$ cat config.mk
export PLATFORM = sky130hd
export DESIGN_NAME = dma_glb_ctrl
export DESIGN_NICKNAME = d
export VERILOG_FILES = /design/src/rtl/dma_glb_pkg.sv /design/src/rtl/dgc_ctrl.sv /design/src/rtl/dgc_pend.sv /design/src/rtl/dgc_bell.sv /design/src/rtl/dma_glb_ctrl.sv
export SDC_FILE = /design/constraint.sdc
export NUM_CORES = 1
export LEC_CHECK = 0
export BUFFER_PORTS_ARGS = -buffer_cell sky130_fd_sc_hd__buf_2
export CAP_MARGIN = 0
export CORE_UTILIZATION = 43
export CTS_CLUSTER_SIZE = 28
export DETAILED_ROUTE_END_ITERATION = 16
export PLACE_DENSITY = 0.82
export SLEW_MARGIN = 20
export SYNTH_ARGS = -nofsm -noshare
export SYNTH_HDL_FRONTEND = slang
export SYNTH_SLANG_ARGS = --single-unit
$ cat constraint.sdc
create_clock -name clk -period 2.4 [get_ports clk]
set_input_delay 0.48 -clock clk [delete_from_list [all_inputs] [get_ports clk]]
set_output_delay 0.48 -clock clk [all_outputs]
set_load 0.01 [all_outputs]
$ cat src/rtl/dma_glb_pkg.sv
package dma_glb_pkg;

    localparam int DATA_W = 32;
    localparam int ADDR_W = 13;

    // register window byte offsets
    localparam logic [ADDR_W-1:0] OFS_CTRL = 13'h1000;
    localparam logic [ADDR_W-1:0] OFS_PEND = 13'h1004;
    localparam logic [ADDR_W-1:0] OFS_BELL = 13'h100C;
    localparam logic [ADDR_W-1:0] OFS_MASK = 13'h101C;

    // control word bit positions
    localparam int BIT_EN   = 0;
    localparam int BIT_AERR = 2;
    localparam int BIT_HALT = 3;
    localparam int BIT_PERF = 31;

    typedef struct packed {
        logic perf;
        logic halt;
        logic aerr;
        logic en;
    } ctrl_t;

    typedef enum logic [2:0] {
        SEL_NONE,
        SEL_CTRL,
        SEL_PEND,
        SEL_BELL,
        SEL_MASK
    } reg_sel_e;

    function automatic reg_sel_e decode(input logic [ADDR_W-1:0] a);
        case (a)
            OFS_CTRL: decode = SEL_CTRL;
            OFS_PEND: decode = SEL_PEND;
            OFS_BELL: decode = SEL_BELL;
            OFS_MASK: decode = SEL_MASK;
            default:  decode = SEL_NONE;
        endcase
    endfunction

    function automatic logic [DATA_W-1:0] pack_ctrl(input ctrl_t c);
        logic [DATA_W-1:0] w;
        w           = '0;
        w[BIT_EN]   = c.en;
        w[BIT_AERR] = c.aerr;
        w[BIT_HALT] = c.halt;
        w[BIT_PERF] = c.perf;
        return w;
    endfunction

endpackage

$ cat src/rtl/dgc_ctrl.sv
module dgc_ctrl
    import dma_glb_pkg::*;
#(
    parameter int N = 32
) (
    input  logic         clk,
    input  logic         rst,
    input  logic         wr,
    input  ctrl_t        wval,
    input  logic [N-1:0] halt_ev,
    input  logic [N-1:0] aerr_ev,
    output ctrl_t        ctrl_q
);
    logic any_halt;
    logic any_aerr;
    ctrl_t ctrl_d;

    assign any_halt = |halt_ev;
    assign any_aerr = |aerr_ev;

    always_comb begin
        ctrl_d = ctrl_q;
        if (wr) begin
            ctrl_d.en   = wval.en;
            ctrl_d.perf = wval.perf;
            ctrl_d.halt = ctrl_q.halt & wval.halt;
            ctrl_d.aerr = ctrl_q.aerr & wval.aerr;
        end
        // event beats a clearing write
        if (any_halt) ctrl_d.halt = 1'b1;
        if (any_aerr) ctrl_d.aerr = 1'b1;
    end

    always_ff @(posedge clk) begin
        if (rst) ctrl_q <= '0;
        else     ctrl_q <= ctrl_d;
    end

    // fault events raise the sticky flags
    a_r6_halt_sticky: assert property (@(posedge clk) disable iff (rst)
        any_halt |=> ctrl_q.halt);
    a_r6_aerr_sticky: assert property (@(posedge clk) disable iff (rst)
        any_aerr |=> ctrl_q.aerr);
    // a write never raises a flag that was clear without an event
    a_r7_no_set_by_write: assert property (@(posedge clk) disable iff (rst)
        (!ctrl_q.halt && !any_halt) |=> !ctrl_q.halt);

endmodule

$ cat src/rtl/dgc_pend.sv
module dgc_pend
    import dma_glb_pkg::*;
#(
    parameter int N = 32
) (
    input  logic         clk,
    input  logic         rst,
    input  logic         wr,
    input  logic [N-1:0] wmask,
    input  logic [N-1:0] ev,
    output logic [N-1:0] pend_q,
    output logic         irq
);
    genvar i;
    generate
        for (i = 0; i < N; i++) begin : g_bit
            logic keep;
            assign keep = pend_q[i] & (~wr | wmask[i]);
            always_ff @(posedge clk) begin
                if (rst) pend_q[i] <= 1'b0;
                else     pend_q[i] <= keep | ev[i];
            end
        end
    endgenerate

    assign irq = |pend_q;

    // an event is captured into its pending bit
    a_r2_event_captured: assert property (@(posedge clk) disable iff (rst)
        (|ev) |=> ((pend_q & $past(ev)) == $past(ev)));
    // without a write nothing is lost
    a_r4_hold_no_write: assert property (@(posedge clk) disable iff (rst)
        !wr |=> ((pend_q & $past(pend_q)) == $past(pend_q)));
    // a write can only clear, bits that rise come from events
    a_r4_rise_from_event: assert property (@(posedge clk) disable iff (rst)
        1'b1 |=> ((pend_q & ~$past(pend_q) & ~$past(ev)) == '0));

endmodule

$ cat src/rtl/dgc_bell.sv
module dgc_bell
    import dma_glb_pkg::*;
#(
    parameter int N = 32
) (
    input  logic         clk,
    input  logic         rst,
    input  logic         wr,
    input  logic         en,
    input  logic [N-1:0] ring,
    output logic [N-1:0] pulse_q
);
    logic [N-1:0] pulse_d;

    assign pulse_d = (wr && en) ? ring : '0;

    always_ff @(posedge clk) begin
        if (rst) pulse_q <= '0;
        else     pulse_q <= pulse_d;
    end

    // disabled controller never requests a fetch
    a_r9_gated_by_enable: assert property (@(posedge clk) disable iff (rst)
        !en |=> (pulse_q == '0));
    // pulses exist only in the cycle after a doorbell write
    a_r8_single_cycle: assert property (@(posedge clk) disable iff (rst)
        !wr |=> (pulse_q == '0));

endmodule

$ cat src/rtl/dma_glb_ctrl.sv
module dma_glb_ctrl
    import dma_glb_pkg::*;
#(
    parameter int CH_N = 32
) (
    input  logic                clk,
    input  logic                rst,
    input  logic                wr_en,
    input  logic [ADDR_W-1:0]   wr_addr,
    input  logic [DATA_W-1:0]   wr_data,
    input  logic [ADDR_W-1:0]   rd_addr,
    output logic [DATA_W-1:0]   rd_data,
    input  logic [CH_N-1:0]     ch_done,
    input  logic [CH_N-1:0]     ch_halt,
    input  logic [CH_N-1:0]     ch_addr_err,
    output logic [CH_N-1:0]     fetch_pulse,
    output logic                irq,
    output logic                glb_en,
    output logic                perf_mode,
    output logic [CH_N-1:0]     chan_prog_mask
);
    localparam int PAD_W = DATA_W - CH_N;

    reg_sel_e     wsel;
    reg_sel_e     rsel;
    ctrl_t        ctrl_q;
    ctrl_t        ctrl_w;
    logic [CH_N-1:0] pend_q;
    logic [CH_N-1:0] mask_q;
    logic [CH_N-1:0] ev_any;

    assign wsel   = wr_en ? decode(wr_addr) : SEL_NONE;
    assign rsel   = decode(rd_addr);
    assign ev_any = ch_done | ch_halt | ch_addr_err;

    assign ctrl_w.en   = wr_data[BIT_EN];
    assign ctrl_w.aerr = wr_data[BIT_AERR];
    assign ctrl_w.halt = wr_data[BIT_HALT];
    assign ctrl_w.perf = wr_data[BIT_PERF];

    dgc_ctrl #(.N(CH_N)) u_ctrl (
        .clk     (clk),
        .rst     (rst),
        .wr      (wsel == SEL_CTRL),
        .wval    (ctrl_w),
        .halt_ev (ch_halt),
        .aerr_ev (ch_addr_err),
        .ctrl_q  (ctrl_q)
    );

    dgc_pend #(.N(CH_N)) u_pend (
        .clk    (clk),
        .rst    (rst),
        .wr     (wsel == SEL_PEND),
        .wmask  (wr_data[CH_N-1:0]),
        .ev     (ev_any),
        .pend_q (pend_q),
        .irq    (irq)
    );

    dgc_bell #(.N(CH_N)) u_bell (
        .clk     (clk),
        .rst     (rst),
        .wr      (wsel == SEL_BELL),
        .en      (ctrl_q.en),
        .ring    (wr_data[CH_N-1:0]),
        .pulse_q (fetch_pulse)
    );

    always_ff @(posedge clk) begin
        if (rst)                    mask_q <= '0;
        else if (wsel == SEL_MASK)  mask_q <= wr_data[CH_N-1:0];
    end

    generate
        if (PAD_W > 0) begin : g_pad
            always_comb begin
                case (rsel)
                    SEL_CTRL: rd_data = pack_ctrl(ctrl_q);
                    SEL_PEND: rd_data = {{PAD_W{1'b0}}, pend_q};
                    SEL_MASK: rd_data = {{PAD_W{1'b0}}, mask_q};
                    default:  rd_data = '0;
                endcase
            end
        end else begin : g_full
            always_comb begin
                case (rsel)
                    SEL_CTRL: rd_data = pack_ctrl(ctrl_q);
                    SEL_PEND: rd_data = pend_q;
                    SEL_MASK: rd_data = mask_q;
                    default:  rd_data = '0;
                endcase
            end
        end
    endgenerate

    assign glb_en         = ctrl_q.en;
    assign perf_mode      = ctrl_q.perf;
    assign chan_prog_mask = mask_q;

    // unmapped writes leave the mask word alone
    a_r12_mask_stable: assert property (@(posedge clk) disable iff (rst)
        (wsel != SEL_MASK) |=> $stable(mask_q));
    // an event during a clearing pending write survives
    a_r5_event_wins: assert property (@(posedge clk) disable iff (rst)
        ((wsel == SEL_PEND) && (|ev_any)) |=> ((pend_q & $past(ev_any)) == $past(ev_any)));

endmodule

==> run_results.csv <==
group,metric,value,unit
run_status,status,"finished, final reports clean",
pwr,finalPower,3.04,mW
synth,synth_top_area_share,48.3,%
cells_and_area,fillers,821,
grt,grt_pass1_wl,22100,um
worst_setup_path,critPathArrivalTime,1.89,ns
drt,wl,15400,um
clock_network,cts_root_buf,"clkbuf_8",
grt,grt_pass1_vias,4329,
synth,netlist_top_cells_count,"dfxtp_1 (100), a21oi_1 (66), o21ai_0 (66)",
worst_setup_path,cp_max_fo,15,
cells_and_area,num_antenna_cells,0,
worst_setup_path,cp_cell_sequence,"buf_2, nor4_4, and4_4, and2_1, buf_4, a22o_1, buf_2",
grt,grt_antenna_before_repair,0,
grt,track_usage,28.6,%
place,portBuffers,255,
drt,first_iter_violations,334,
worst_hold_path,holdCritPathClass,"primary input to flop",
die,die_h,100,um
pwr,powerDensity,526,nW/um^2
die,core_area,9280,um^2
pwr,peakVddDrop,0.361,mV
synth,yosys_register_bits,100,
drt,post_drt_wl_per_cell,18.3,um
pwr,p_leak,2.70,nW
place,place_ws,0.00467,ns
die,initial_utilization,44.6,%
clock_network,cts.htree.levels,3,
worst_setup_path,path_class,"primary input to output port",
die,rows,35,
synth,synth_edf_count,0,
die,dieArea,10000,um^2
grt,grt_overflow,0,
timing,hold_slack,0.337,ns
synth,synth.distinct_cells,28,
synth,ys_warn_count,0,
clock_network,cts.sinks,100,
synth,synthTopCellsByArea,"dfxtp_1 (48%), a21oi_1 (8.0%), o21ai_0 (8.0%)",
timing,fin_skew,0.0128,ns
clock_network,numCtsBuffers,9,
drt,drcViolationCount,0,
place,dp_hpwl,11500,um
timing,tightest_slew,0.671,ns
synth,seq_area_frac_synth,48.3,%
worst_setup_path,end_kind,"output port",
cells_and_area,fin_util,62.2,%
timing,finalHoldViolations,0,
place,gp_congestion,0.907,
worst_setup_path,crit_path_start_kind,"primary input",
synth,ys_async_sr_fraction,0,%
clock_network,cts_tree,"done",
cells_and_area,layout.nets,863,
worst_setup_path,crit_path_top_delay_cell,"nor4_4",
clock_network,clock_path_buffers,2,
worst_setup_path,cp.required,1.92,ns
die,io_pins,256,
clock_network,cts.clk_slew.worst_paths,0.11,ns
run,drv_cap,0,
timing,period_share,98.7,%
cells_and_area,area_growth_syn_to_layout,39.4,%
synth,syn-cell-area,4140,um^2
clock_network,postCtsSetupRepairBufs,0,
grt,grt_max_degree,41,
timing,fmax,422,MHz
worst_setup_path,crit_top_cell,"buf_2",
synth,synth_nets,617,
synth,syn_avg_cell_area,9.00,um^2
synth,synth_cells,460,
drt,ant_nets,0,
synth,synth.most_common_cell,"dfxtp_1",
timing,min_period,2.37,ns
timing,drv_slew,0,
timing,slew_headroom,54.9,%
cells_and_area,drive_gt1_share,44.0,%
place,placed_cell_area,5530,um^2
drt,dr.pass1.iters,5,
worst_setup_path,critical_path.max_stage_delay,0.31,ns
synth,yosysTopAreaCell,"dfxtp_1",
timing,worst_slack,0.0323,ns
timing,finalSetupViolCount,0,
drt,vias,4787,
die,fp.dieW,100,um
drt,viasPerCell,5.70,
clock_network,clkLatencyLatePin,0.36,ns
cells_and_area,final_cell_area,5770,um^2
synth,synth-main-ff-cell,"dfxtp_1",
[layer usage]
metal  wire, um  GRT usage (%)
met1       5990           35.1
met2       7920           51.9
met3       1180           3.27
met4        316           9.36
met5          0              0
[timing repair]
item,CTS,global route
endpoints found under the setup margin,0,32
gates resized for setup,0,7
hold buffers,0,0
[per-stage QoR]
step | cells | TNS, ns
floorplan | 460 | 0
global placement | 823 | 0
CTS | 839 | 0
finish | 840 | 0
global route | 840 | -0.0603
detailed placement | 823 | 0
[cell type report]
type                       instances  area, um^2  share of cell area [%]
timing repair buffer             270        1430                    24.8
multi-input combinational        324        1990                    34.5
clock inverter                     7        60.1                    1.04
sequential                       100        2000                    34.7
inverter                           1        3.75                  0.0650
tap                              129         161                    2.80
clock buffer                       9         124                    2.15
[power by group]
part / switching [mW] / total [mW] / internal (mW)
clock: 0.619 / 1.01 / 0.396
combinational: 0.161 / 0.294 / 0.133
sequential: 0.0344 / 1.73 / 1.70
[placed cells by master, fill, tap and decap left out, types with 12 or more instances in the layout]
cell type / n
a21oi_1: 66
a22o_1: 28
and2_1: 17
and2_2: 17
buf_2: 255
buf_4: 12
dfxtp_1: 100
nand3_1: 32
nor3_1: 35
nor4_1: 25
o21ai_0: 66
[registers in the layout (all words and copies together), names as in the netlist]
name / cells
chan_prog_mask: 32
u_bell.pulse_q: 32
u_pend.pend_q: 32
u_ctrl.ctrl_q: 4
[final timing paths]
kind                              to  slack (ns)  cells after the start        startpoint
setup reg to reg   u_bell.pulse_q[8]        1.26                      3  u_ctrl.ctrl_q[0]
hold / removal    u_bell.pulse_q[25]        0.34                      2       wr_data[25]
hold reg to reg     u_ctrl.ctrl_q[2]        0.49                      2  u_ctrl.ctrl_q[2]
setup / recovery         rd_data[16]        0.03                      7        rd_addr[1]
[logic make-up (layout without fill, tap and decap cells)]
logic type             after synthesis  in the layout  synth area share [%]
AOI/OAI and AO/OA                  164            164                  22.8
buffers and inverters               36            287                  4.47
DFF                                100            100                  48.3
muxes                                2              2                 0.483
and+or+nand+nor                    158            158                  23.9
[critical path, delay by kind of cell]
family / cells / cell delay [ns]
AO/OA/AOI/OAI: 1 / 0.17
AND/OR/NAND/NOR: 3 / 0.75
buffers and inverters: 3 / 0.47
(Power assumes the default switching activity.)
